### config.mk
export PLATFORM = sky130hd
export DESIGN_NAME = t1chk_ctrl
export DESIGN_NICKNAME = d
export VERILOG_FILES = /design/src/rtl/t1chk_pkg.sv /design/src/rtl/t1chk_ctrl.sv
export SDC_FILE = /design/constraint.sdc
export NUM_CORES = 1
export LEC_CHECK = 0
export ABC_CLOCK_PERIOD_IN_PS = 2200
export BUFFER_PORTS_ARGS = -buffer_cell sky130_fd_sc_hd__buf_2
export CAP_MARGIN = 20
export CORE_MARGIN = 4
export CORE_UTILIZATION = 47
export DETAILED_ROUTE_END_ITERATION = 10
export HOLD_SLACK_MARGIN = 0.06
export PLACE_DENSITY_LB_ADDON = 0.05
export SLEW_MARGIN = 20
export SYNTH_ARGS = -nofsm -noshare
export SYNTH_HDL_FRONTEND = slang
export SYNTH_SLANG_ARGS = --single-unit
### constraint.sdc
create_clock -name clk -period 2.2 [get_ports clk]
set_clock_uncertainty 0.05 [all_clocks]
set_input_delay 0.11 -clock clk [delete_from_list [all_inputs] [get_ports clk]]
set_output_delay 0.11 -clock clk [all_outputs]
set_load 0.01 [all_outputs]
### src/rtl/t1chk_pkg.sv
package t1chk_pkg;

  localparam int unsigned FRAC_BITS   = 8;
  localparam int unsigned EDGE_SLACK  = 80;
  localparam int unsigned LINK_CYCLES = 10;
  localparam int unsigned WIDE        = 40;

  typedef logic [WIDE-1:0] wide_t;

  typedef enum logic [1:0] {
    PH_IDLE  = 2'd0,
    PH_CMD   = 2'd1,
    PH_REPLY = 2'd2
  } phase_e;

  typedef enum logic [1:0] {
    RES_NONE  = 2'd0,
    RES_VALID = 2'd1,
    RES_EARLY = 2'd2,
    RES_LATE  = 2'd3
  } verdict_e;

  // tolerance fraction in 1/256 units
  function automatic wide_t tol_frac(input logic [1:0] code);
    case (code)
      2'd0:    return wide_t'(10);
      2'd1:    return wide_t'(26);
      2'd2:    return wide_t'(38);
      default: return wide_t'(56);
    endcase
  endfunction

  function automatic wide_t nominal(input wide_t rtcal, input wide_t period);
    wide_t ten;
    ten = period * wide_t'(LINK_CYCLES);
    return (rtcal > ten) ? rtcal : ten;
  endfunction

  function automatic wide_t scaled(input wide_t base, input wide_t num);
    return (base * num) >> FRAC_BITS;
  endfunction

  function automatic wide_t lower_bound(input wide_t base, input logic [1:0] code);
    wide_t s;
    s = scaled(base, (wide_t'(1) << FRAC_BITS) - tol_frac(code));
    return (s > wide_t'(EDGE_SLACK)) ? s - wide_t'(EDGE_SLACK) : wide_t'(0);
  endfunction

  function automatic wide_t upper_bound(input wide_t base, input logic [1:0] code,
                                        input wide_t cap);
    wide_t s;
    s = scaled(base, (wide_t'(1) << FRAC_BITS) + tol_frac(code)) + wide_t'(EDGE_SLACK);
    return (s > cap) ? cap : s;
  endfunction

  function automatic verdict_e classify(input wide_t t, input wide_t lo, input wide_t hi);
    if (t < lo)      return RES_EARLY;
    else if (t > hi) return RES_LATE;
    else             return RES_VALID;
  endfunction

endpackage

### src/rtl/t1chk_ctrl.sv
module t1chk_ctrl
  import t1chk_pkg::*;
#(
  parameter int CNT_W = 16
) (
  input  logic             clk,
  input  logic             rst_n,
  input  logic             rdr_lvl_i,
  input  logic             rdr_rise_i,
  input  logic             tag_rise_i,
  input  logic [CNT_W-1:0] quiet_i,
  input  logic [CNT_W-1:0] lo_i,
  input  logic [CNT_W-1:0] hi_i,
  output logic [CNT_W-1:0] t1_o,
  output logic             valid_o,
  output logic             early_o,
  output logic             late_o
);

  localparam logic [CNT_W-1:0] CNT_MAX = '1;

  phase_e           phase_q, phase_d;
  logic [CNT_W-1:0] cnt_q, cnt_d, cnt_inc;
  verdict_e         verdict;

  // named internal events
  logic cmd_done, reply_timeout, in_reply, any_result, early_in_cmd;

  assign cnt_inc       = (cnt_q == CNT_MAX) ? cnt_q : cnt_q + 1'b1;
  assign cmd_done      = rdr_lvl_i && (cnt_q > quiet_i);
  assign reply_timeout = cnt_q > hi_i;
  assign early_in_cmd  = tag_rise_i && rdr_lvl_i;
  assign in_reply      = (phase_q == PH_REPLY);
  assign any_result    = valid_o | early_o | late_o;

  always_comb begin
    phase_d = phase_q;
    cnt_d   = cnt_q;
    verdict = RES_NONE;
    case (phase_q)
      PH_IDLE: begin
        if (rdr_rise_i) begin
          phase_d = PH_CMD;
          cnt_d   = CNT_W'(1);
        end
      end
      PH_CMD: begin
        cnt_d = cnt_inc;
        if (early_in_cmd) begin
          verdict = RES_EARLY;
          phase_d = PH_IDLE;
        end else if (rdr_rise_i) begin
          cnt_d = CNT_W'(1);
        end else if (cmd_done) begin
          phase_d = PH_REPLY;
        end
      end
      PH_REPLY: begin
        cnt_d = cnt_inc;
        if (tag_rise_i) begin
          verdict = classify(wide_t'(cnt_q), wide_t'(lo_i), wide_t'(hi_i));
          phase_d = PH_IDLE;
        end else if (reply_timeout) begin
          verdict = RES_LATE;
          phase_d = PH_IDLE;
        end
      end
      default: phase_d = PH_IDLE;
    endcase
  end

  always_ff @(posedge clk) begin
    if (!rst_n) begin
      phase_q <= PH_IDLE;
      cnt_q   <= '0;
      t1_o    <= '0;
      valid_o <= 1'b0;
      early_o <= 1'b0;
      late_o  <= 1'b0;
    end else begin
      phase_q <= phase_d;
      cnt_q   <= cnt_d;
      valid_o <= (verdict == RES_VALID);
      early_o <= (verdict == RES_EARLY);
      late_o  <= (verdict == RES_LATE);
      if (verdict != RES_NONE) t1_o <= cnt_q;
    end
  end

  // strobes exclusive
  p_exclusive_r8: assert property (@(posedge clk) disable iff (!rst_n)
    $onehot0({valid_o, early_o, late_o}));

  // one cycle per measurement
  p_one_cycle_r8: assert property (@(posedge clk) disable iff (!rst_n)
    any_result |=> !any_result);

  // reported turnaround is held between results
  p_hold_r8: assert property (@(posedge clk) disable iff (!rst_n)
    !any_result |-> $stable(t1_o));

  // a result always leaves the block idle
  p_idle_after_r8: assert property (@(posedge clk) disable iff (!rst_n)
    any_result |-> phase_q == PH_IDLE);

  // an accepted turnaround lies inside the window
  p_valid_window_r5: assert property (@(posedge clk) disable iff (!rst_n)
    valid_o |-> (t1_o >= lo_i) && (t1_o <= hi_i));

  // a late result always lies beyond the window
  p_late_beyond_r7: assert property (@(posedge clk) disable iff (!rst_n)
    late_o |-> t1_o > hi_i);

  // the reply phase only runs after the quiet time has passed
  p_reply_quiet_r2: assert property (@(posedge clk) disable iff (!rst_n)
    in_reply |-> cnt_q > quiet_i);

endmodule

# ---- Word-level counts from Yosys, hierarchy flattened
# Index checks and enable logic that the tools add are counted.
dict set report word_totals {
  ff_bits 37
  inputBits 53
  out_inout_bits 19
  elab_cells 46
}
dict set report op_classes {
  n_addsub 1
  order_cmp 4
  eq_ne 10
  muxes 18
  reduce_logical 7
}
# op count
set op_table {}
lappend op_table {{2-to-1 mux 16 bit} 4}
lappend op_table {{greater-than comparator 16 bit} 3}
lappend op_table {{one-hot mux 16 bit (3 select lines)} 1}
lappend op_table {{2-to-1 mux 2 bit} 11}
lappend op_table {{adder 16 x 1 -> 16 bit, second input constant} 1}
lappend op_table {{== test 16 bit, second input constant} 1}
lappend op_table {{< comparator 16 bit} 1}
lappend op_table {{!= test 3 bit, second input constant} 3}
lappend op_table {{== test 2 bit, second input constant} 3}
lappend op_table {{one-hot mux 2 bit (3 select lines)} 1}
lappend op_table {{== test 2 x 1 -> 1 bit, second input constant} 2}
lappend op_table {{one-hot mux 2 bit (2 select lines)} 1}
lappend op_table {{AND reduction 4 bit} 1}
lappend op_table {{nonzero test 3 bit} 1}
lappend op_table {{logical AND 1 bit} 2}
lappend op_table {{zero test 2 bit} 1}
lappend op_table {{!= test 2 bit, second input constant} 1}
lappend op_table {{AND reduction 2 bit} 1}
lappend op_table {{nonzero test 2 bit} 1}

# ---- Longest topological paths before layout
# Gate-level depths: netlist of the first run.
dict set report depth {
  ltp_word 6
  ltp_mapped 9
  depth_no_buf 8
}

# ---- Worst setup path after synthesis of the first run
# OpenSTA, ideal clock, no wires.
dict set report synth_timing {
  path_kind {reg-to-reg}
  from {register cnt_q[12]}
  to {register phase_q[0]}
  t_arrival_ps 1950
  t_required_ps 2047
  slack_ps 97
  stages_incl_launch_ff 8
  n_path_buf 0
  synth_period_minus_slack_ps 2103
  cell_sequence {dfxtp_1 ha_1 nand4_4 nor2_1 o2bb2ai_2 o41ai_2 nor3_1 a2111oi_2}
}
dict set report synth_via {
  elab_chain_len 4
  elab_cells_between_ends 6
  classes_between {order compare (2); eq/ne (2); reduce/logical (2)}
}
# item line
set synth_rtl {}
lappend synth_rtl {{from (decl)} t1chk_ctrl.sv:23} ;# logic [CNT_W-1:0] cnt_q, cnt_d, cnt_inc;
lappend synth_rtl {{from (signal assigned)} t1chk_ctrl.sv:82} ;# cnt_q <= cnt_d;
lappend synth_rtl {{greater-than comparator 16 bit} t1chk_ctrl.sv:30} ;# assign cmd_done = rdr_lvl_i && (cnt_q > quiet_i);
lappend synth_rtl {{logical AND 1 bit} t1chk_ctrl.sv:30}
lappend synth_rtl {{!= test 3 bit (no source line)} -}
lappend synth_rtl {{AND reduction 4 bit (no source line) *} -}
lappend synth_rtl {{to (signal assigned)} t1chk_ctrl.sv:81} ;# phase_q <= phase_d;
lappend synth_rtl {{to (decl)} t1chk_ctrl.sv:22} ;# phase_e phase_q, phase_d;
# Mark *: on every way between the ends. The rest lies on a longest branch, timed or not.
# A chain may end at the register's enable or synchronous reset.

# ---- Final worst setup path of the first run
dict set report layout_timing {
  from {register cnt_q[1]}
  to {register t1_o[15]}
}
dict set report layout_via {
  elab_chain_len 6
  elab_cells_between_ends 9
  classes_between {order compare (3); mux (5); reduce/logical (1)}
}
# item line
set layout_rtl {}
lappend layout_rtl {{greater-than comparator 16 bit} {t1chk_pkg.sv:58, t1chk_ctrl.sv:31}}
lappend layout_rtl {{2-to-1 mux 2 bit} t1chk_pkg.sv:58} ;# else if (t > hi) return RES_LATE;
lappend layout_rtl {{2-to-1 mux 2 bit} t1chk_pkg.sv:57} ;# if (t < lo) return RES_EARLY;
lappend layout_rtl {{2-to-1 mux 2 bit *} t1chk_ctrl.sv:60} ;# if (tag_rise_i) begin
lappend layout_rtl {{one-hot mux 2 bit (2 select lines) *} t1chk_ctrl.sv:40} ;# case (phase_q)
lappend layout_rtl {{nonzero test 2 bit *} t1chk_ctrl.sv:86} ;# if (verdict != RES_NONE) t1_o <= cnt_q;
lappend layout_rtl {{to (signal assigned)} t1chk_ctrl.sv:86}
lappend layout_rtl {{to (decl)} t1chk_ctrl.sv:14} ;# output logic [CNT_W-1:0] t1_o,
# Marked as above.

==> results of run 1 <==
[stage by stage]
stage	power [µW]	worst slack, ps	hold slack, ps	instances
final	1690	-7.77	84.9	534
after global routing	1800	-80.4	89.1	534
after CTS	1670	-2.72	85.4	532
after detailed placement	1200	9.80	399	524
after global placement	1190	85.8	391	524
after floorplan	1030	96.6	249	359
[how the worst max path moves through the flow]
stage	from	cells after the start	to	slack, ps
5_1_grt	cnt_q[1]	9	t1_o[13]	-80
3_5_place_dp	cnt_q[9]	8	phase_q[0]	10
3_3_place_gp	cnt_q[5]	7	phase_q[0]	90
4_1_cts	cnt_q[9]	8	phase_q[0]	-3
2_1_floorplan	cnt_q[12]	7	phase_q[0]	100
6_report	cnt_q[1]	9	t1_o[15]	-8
[layer usage]
layer	global-route usage, %	wire length (µm)	vias up	part of all wire [%]
met1	27.2	3750	1290	47
met4	8.79	161	0	2.0
met2	32.5	3640	60	46
met3	3.67	373	14	4.7
met5	0	0	-	0
li1	-	-	1469	-
[placed cells by master (no fill, tap or decap), drive strengths merged, types with 6 or more instances in the layout]
cell type / n
a21o: 7
a21oi: 19
and3: 6
buf: 98
clkbuf: 7
dfxtp: 37
ha: 52
inv: 50
mux2i: 17
nand2: 49
nand3: 16
nand4: 16
nor2: 15
nor3: 9
o21ai: 8
xor2: 9
[sequential cells by signal, indices dropped and copies added (netlist names)]
| signal | flops |
|---|---|
| valid_o | 1 |
| cnt_q | 16 |
| early_o | 1 |
| late_o | 1 |
| phase_q | 2 |
| t1_o | 16 |
[power breakdown]
part           switching, µW  total, µW  internal (µW)
combinational            282        514            232
sequential              18.3        709            690
clock                    247        467            220
[layout make-up]
| class | count | area [µm²] |
|---|---|---|
| sequential | 37 | 747 |
| timing repair buffer | 99 | 596 |
| fill | 547 | 2150 |
| multi-input combinational | 265 | 2210 |
| inverter | 50 | 188 |
| tap | 75 | 93.8 |
| clock buffer | 6 | 72.6 |
| clock inverter | 2 | 10.0 |
[repair_timing]
action / in CTS / in global routing
buffers inserted: 0 / 1
cloned: 0 / 1
setup endpoints to repair: 1 / 20
resized for setup: 0 / 24
pin swaps: 0 / 11
[kinds of logic (layout without fill, tap and decap cells)]
kind of cell / after synthesis / count (layout) / synth area share [%]
simple gates: 130 / 130 / 23.3
compound gates: 57 / 57 / 14.6
buf+inv: 57 / 157 / 7.54
fa+ha+maj: 52 / 52 / 21.6
flops: 37 / 37 / 24.6
mux: 17 / 17 / 5.66
xor+xnor: 9 / 9 / 2.62
==> impl_metrics.ini, run 1 <==
[detailed_routing]
postRouteAntennaNets = 0
first_pass_iters = 4
via_count = 2833
dr.first_iter.drc_count = 137
vias_per_cell = 5.31
wire_per_inst_um = 14.8
drc_errors = 0
totalWireLength_mm = 7.92

[clock_network]
cts_sinks = 37
cts_hold_buf = 0
htree_levels = 2
clk_path_buf_depth = 2
clock_latency_ps = 300
cts-root-buf = clkbuf_8
cts-buffers-inserted = 5
cts_tree = built
clk_pin_slew_worst_paths_ps = 80

[synthesis]
yosysMostFrequentCell = ha_1
synth_common_cells = ha_1, inv_1, nand2_1, dfxtp_1, a21oi_1
synth_seq_cells = 37
synth-main-ff-cell = dfxtp_1
yosysSeqAreaShare_pct = 24.6
async_reset_ff_share_pct = 0
yosysTopAreaCellShare_pct = 24.6
ys_types = 51
synthTopCellsByArea = dfxtp_1, ha_1, inv_1, nand2_1, mux2i_1
synth_edf_count = 0
synth_top_area_cell = dfxtp_1
syn_avg_cell_area_um2 = 8.37
syn_inst = 359
syn_nets = 464
ys_warn_count = 0
netlist_area_mm2 = 0.00301

[worst_hold_path]
hold_depth = 2
hp-start = rst_n
holdPathEnd = phase_q[1]
hold_class = in2reg

[setup_path]
start_kind = register
r2r.worst_path.cells = 9
crit_path_end_kind = register
r2r-end = t1_o[15]
cp_num_buf_inv = 2
path_delay_family = compound AO/OA/AOI/OAI gates
cp_max_fo = 8
critPathSlowestCell = a2111oi_4
cp.required_ps = 2370
critPathKind = reg2reg
max_stage_delay_ps = 360
path_cells = ha_4, nor2b_4, o211ai_2, a2111oi_4, buf_4, nor3_4, a21oi_4, clkbuf_16, mux2i_1
cp.arrival_ps = 2380
worstReg2RegStart = cnt_q[1]
r2r_slack_ps = -8

[timing]
finalCritPeriodShare_pct = 100
slew_viol_final = 0
fmax_mhz = 453
worst_pin_slew_ps = 441
report.final.setup_viol = 3
hold_viol = 0
fin_crit_ps = 2210
fin_ws_ps = -7.77
fin_tns_setup_ps = -16.4
rsz0062_at_grt = yes
relSlewSlack_pct = 70.2

[power_and_ir_drop]
power_leakage_uw = 0.00196
p_per_area_mw_per_mm2 = 432
ir_drop_mv = 0.465

[layout]
syn2layout_area_growth_pct = 30.2
fin_nets = 563
antenna_cells = 0
final_core_utilization_pct = 64.6
postLayoutCellArea_mm2 = 0.00391
layout-drive-gt1-share_pct = 30.5

[placed_design]
gp_congestion = 0.903
place_area_mm2 = 0.00362
portBuffers = 71
dp_hpwl_mm = 6.41

[die]
start_util_pct = 49.6
die_area_mm2 = 0.00774
die_x_um = 88.0
coreArea_mm2 = 0.00606
io_pins = 72
num_rows = 28
chipHeight_um = 88.0

[run]
drv_cap = 0

[grt]
grt_remaining_overflow = 0
grt_pass1_vias = 2771
grt_pass1_wl_mm = 12.4
globalRouteTotalUtil_pct = 20.5
grt_max_degree = 32
grt_antenna_before_repair = 0

[status]
status = complete, but fails checks
violations = setup timing
(Power assumes the default switching activity.)
==> inputs of run 2 (changes only) <==
--- a/config.mk
+++ b/config.mk
@@ -9,7 +9,7 @@
 export BUFFER_PORTS_ARGS = -buffer_cell sky130_fd_sc_hd__buf_2
 export CAP_MARGIN = 20
 export CORE_MARGIN = 4
-export CORE_UTILIZATION = 47
+export CORE_UTILIZATION = 40
 export DETAILED_ROUTE_END_ITERATION = 10
 export HOLD_SLACK_MARGIN = 0.06
 export PLACE_DENSITY_LB_ADDON = 0.05
==> run 2 against run 1 <==
Compared with the run above: the run now ends clean; combinational power is essentially flat; wire length is 3.0% higher; utilization decreased by 12 points; sequential cell count did not move; die area up 16%; register-to-register slack better by 98 ps; worst setup slack better by 98 ps; maximum frequency grew 4.7%; first-iteration DRC count fell by 31%; sequential share of layout area increased by 0.48 points.
==> impl_metrics.ini, run 2 (synthesis gave the netlist of run 1 again) <==
[status]
status = finished clean

[clock_network]
cts_sinks = 37
cts_tree = built
cts-root-buf = clkbuf_8
clk_path_buf_depth = 2
clk_pin_slew_worst_paths_ps = 80
cts-buffers-inserted = 5
htree_levels = 2
clock_latency_ps = 290

[die]
die_area_mm2 = 0.00896
start_util_pct = 41.2
coreArea_mm2 = 0.00729
die_x_um = 94.7
num_rows = 31
chipHeight_um = 94.7
io_pins = 72

[detailed_routing]
drc_errors = 0
via_count = 2796
wire_per_inst_um = 14.6
postRouteAntennaNets = 0
dr.first_iter.drc_count = 94
totalWireLength_mm = 8.16
first_pass_iters = 4
vias_per_cell = 5.00

[timing]
finalCritPeriodShare_pct = 95.9
slew_viol_final = 0
fin_crit_ps = 2110
rsz0062_at_grt = yes
fmax_mhz = 474
report.final.setup_viol = 0
hold_viol = 0
relSlewSlack_pct = 75.6
worst_pin_slew_ps = 362

[setup_path]
worstSetupEndpoint = phase_q[1]
start_kind = register
critPathKind = reg2reg
cp_num_cells = 7
crit_path_end_kind = register
worstReg2RegStart = cnt_q[15]
r2r_slack_ps = 90
cp.required_ps = 2390
cp.arrival_ps = 2300
critPathSlowestCell = a2111oi_4
r2r-end = phase_q[1]
path_delay_family = compound AO/OA/AOI/OAI gates
cp_max_fo = 5
max_stage_delay_ps = 420
r2r.worst_path.cells = 7
cp_num_buf_inv = 1
path_cells = ha_1, nand4_1, a2111oi_4, o41ai_2, buf_4, o31ai_1, o311a_1
crit_path_start = cnt_q[15]

[grt]
grt_antenna_before_repair = 0
globalRouteTotalUtil_pct = 19.0
grt_pass1_wl_mm = 13.2
grt_max_degree = 28
grt_pass1_vias = 2662
grt_remaining_overflow = 0

[layout]
syn2layout_area_growth_pct = 27.2
layout-drive-gt1-share_pct = 28.7
final_cell_mix = buf_2, ha_1, inv_1, nand2_1, dfxtp_1
multi_input_area_mm2 = 0.00208
regArea_um2 = 748
fin_nets = 564
layout_commonest_cell = buf_2
fillers = 758
final_core_utilization_pct = 52.4
largestRegisters = cnt_q (16), t1_o (16), phase_q (2)
antenna_cells = 0

[power_and_ir_drop]
power_leakage_uw = 0.00197
ir_drop_mv = 0.332
p_per_area_mw_per_mm2 = 444
p_total_uw = 1700

[placed_design]
portBuffers = 71
gp_congestion = 0.891
dp_hpwl_mm = 6.77

[worst_hold_path]
hold_class = in2reg

[run]
drv_cap = 0
run 2: changes by cell type in the layout (fill, tap and decap cells not counted), sizes merged:
cell and delta:
buf +2, clkbuf -2, clkinvlp +1
run 2: what timing repair did:
item                       CTS  global route
setup endpoints to repair    1             8
resized for setup            3            10
pin swaps                    1             6
buffers inserted             1             1
hold buffers                 0             0
run 2: worst min path at each step:
stage | startpoint | endpoint | slack (ps) | depth (start not counted)
2_1_floorplan | rst_n | late_o | 250 | 2
3_3_place_gp | t1_o[4] | t1_o[4] | 390 | 2
3_5_place_dp | t1_o[6] | t1_o[6] | 390 | 2
4_1_cts | rst_n | phase_q[1] | 140 | 2
5_1_grt | rst_n | phase_q[1] | 160 | 2
6_report | rst_n | phase_q[1] | 140 | 2
run 2: final cells by class:
type                            count  area share [%]
Multi-Input combinational cell    265            54.4
Timing Repair Buffer              100            15.6
Clock inverter                      3           0.458
Inverter                           50            4.91
Clock buffer                        5            1.80
Tap cell                           99            3.24
Sequential cell                    37            19.6
run 2: per-layer routing:
metal / vias up / track usage, % / wire length (µm)
met4: 0 / 4.81 / 97
met2: 59 / 31.1 / 3670
met3: 6 / 2.87 / 360
met5: - / 0 / 0
met1: 1263 / 26.0 / 4030
li1: 1468 / - / -
run 2: stage by stage:
stage	instance area [µm²]	hold slack, ps	setup TNS, ps	setup slack [ps]	std cells
after floorplan	3010	249	0	96.6	359
after global placement	3670	389	0	42.1	549
after detailed placement	3670	393	-41.8	-41.8	549
after CTS	3780	138	0	14.8	558
after global routing	3820	155	-33.2	-25.1	559
final	3820	141	0	90.4	559
run 2: report_power, final:
group	switching (µW)	internal, µW	leakage (µW)	total, µW
Sequential	16.3	690	0.000302	706
Combinational	283	230	0.00163	513
Clock	261	219	0.0000439	480
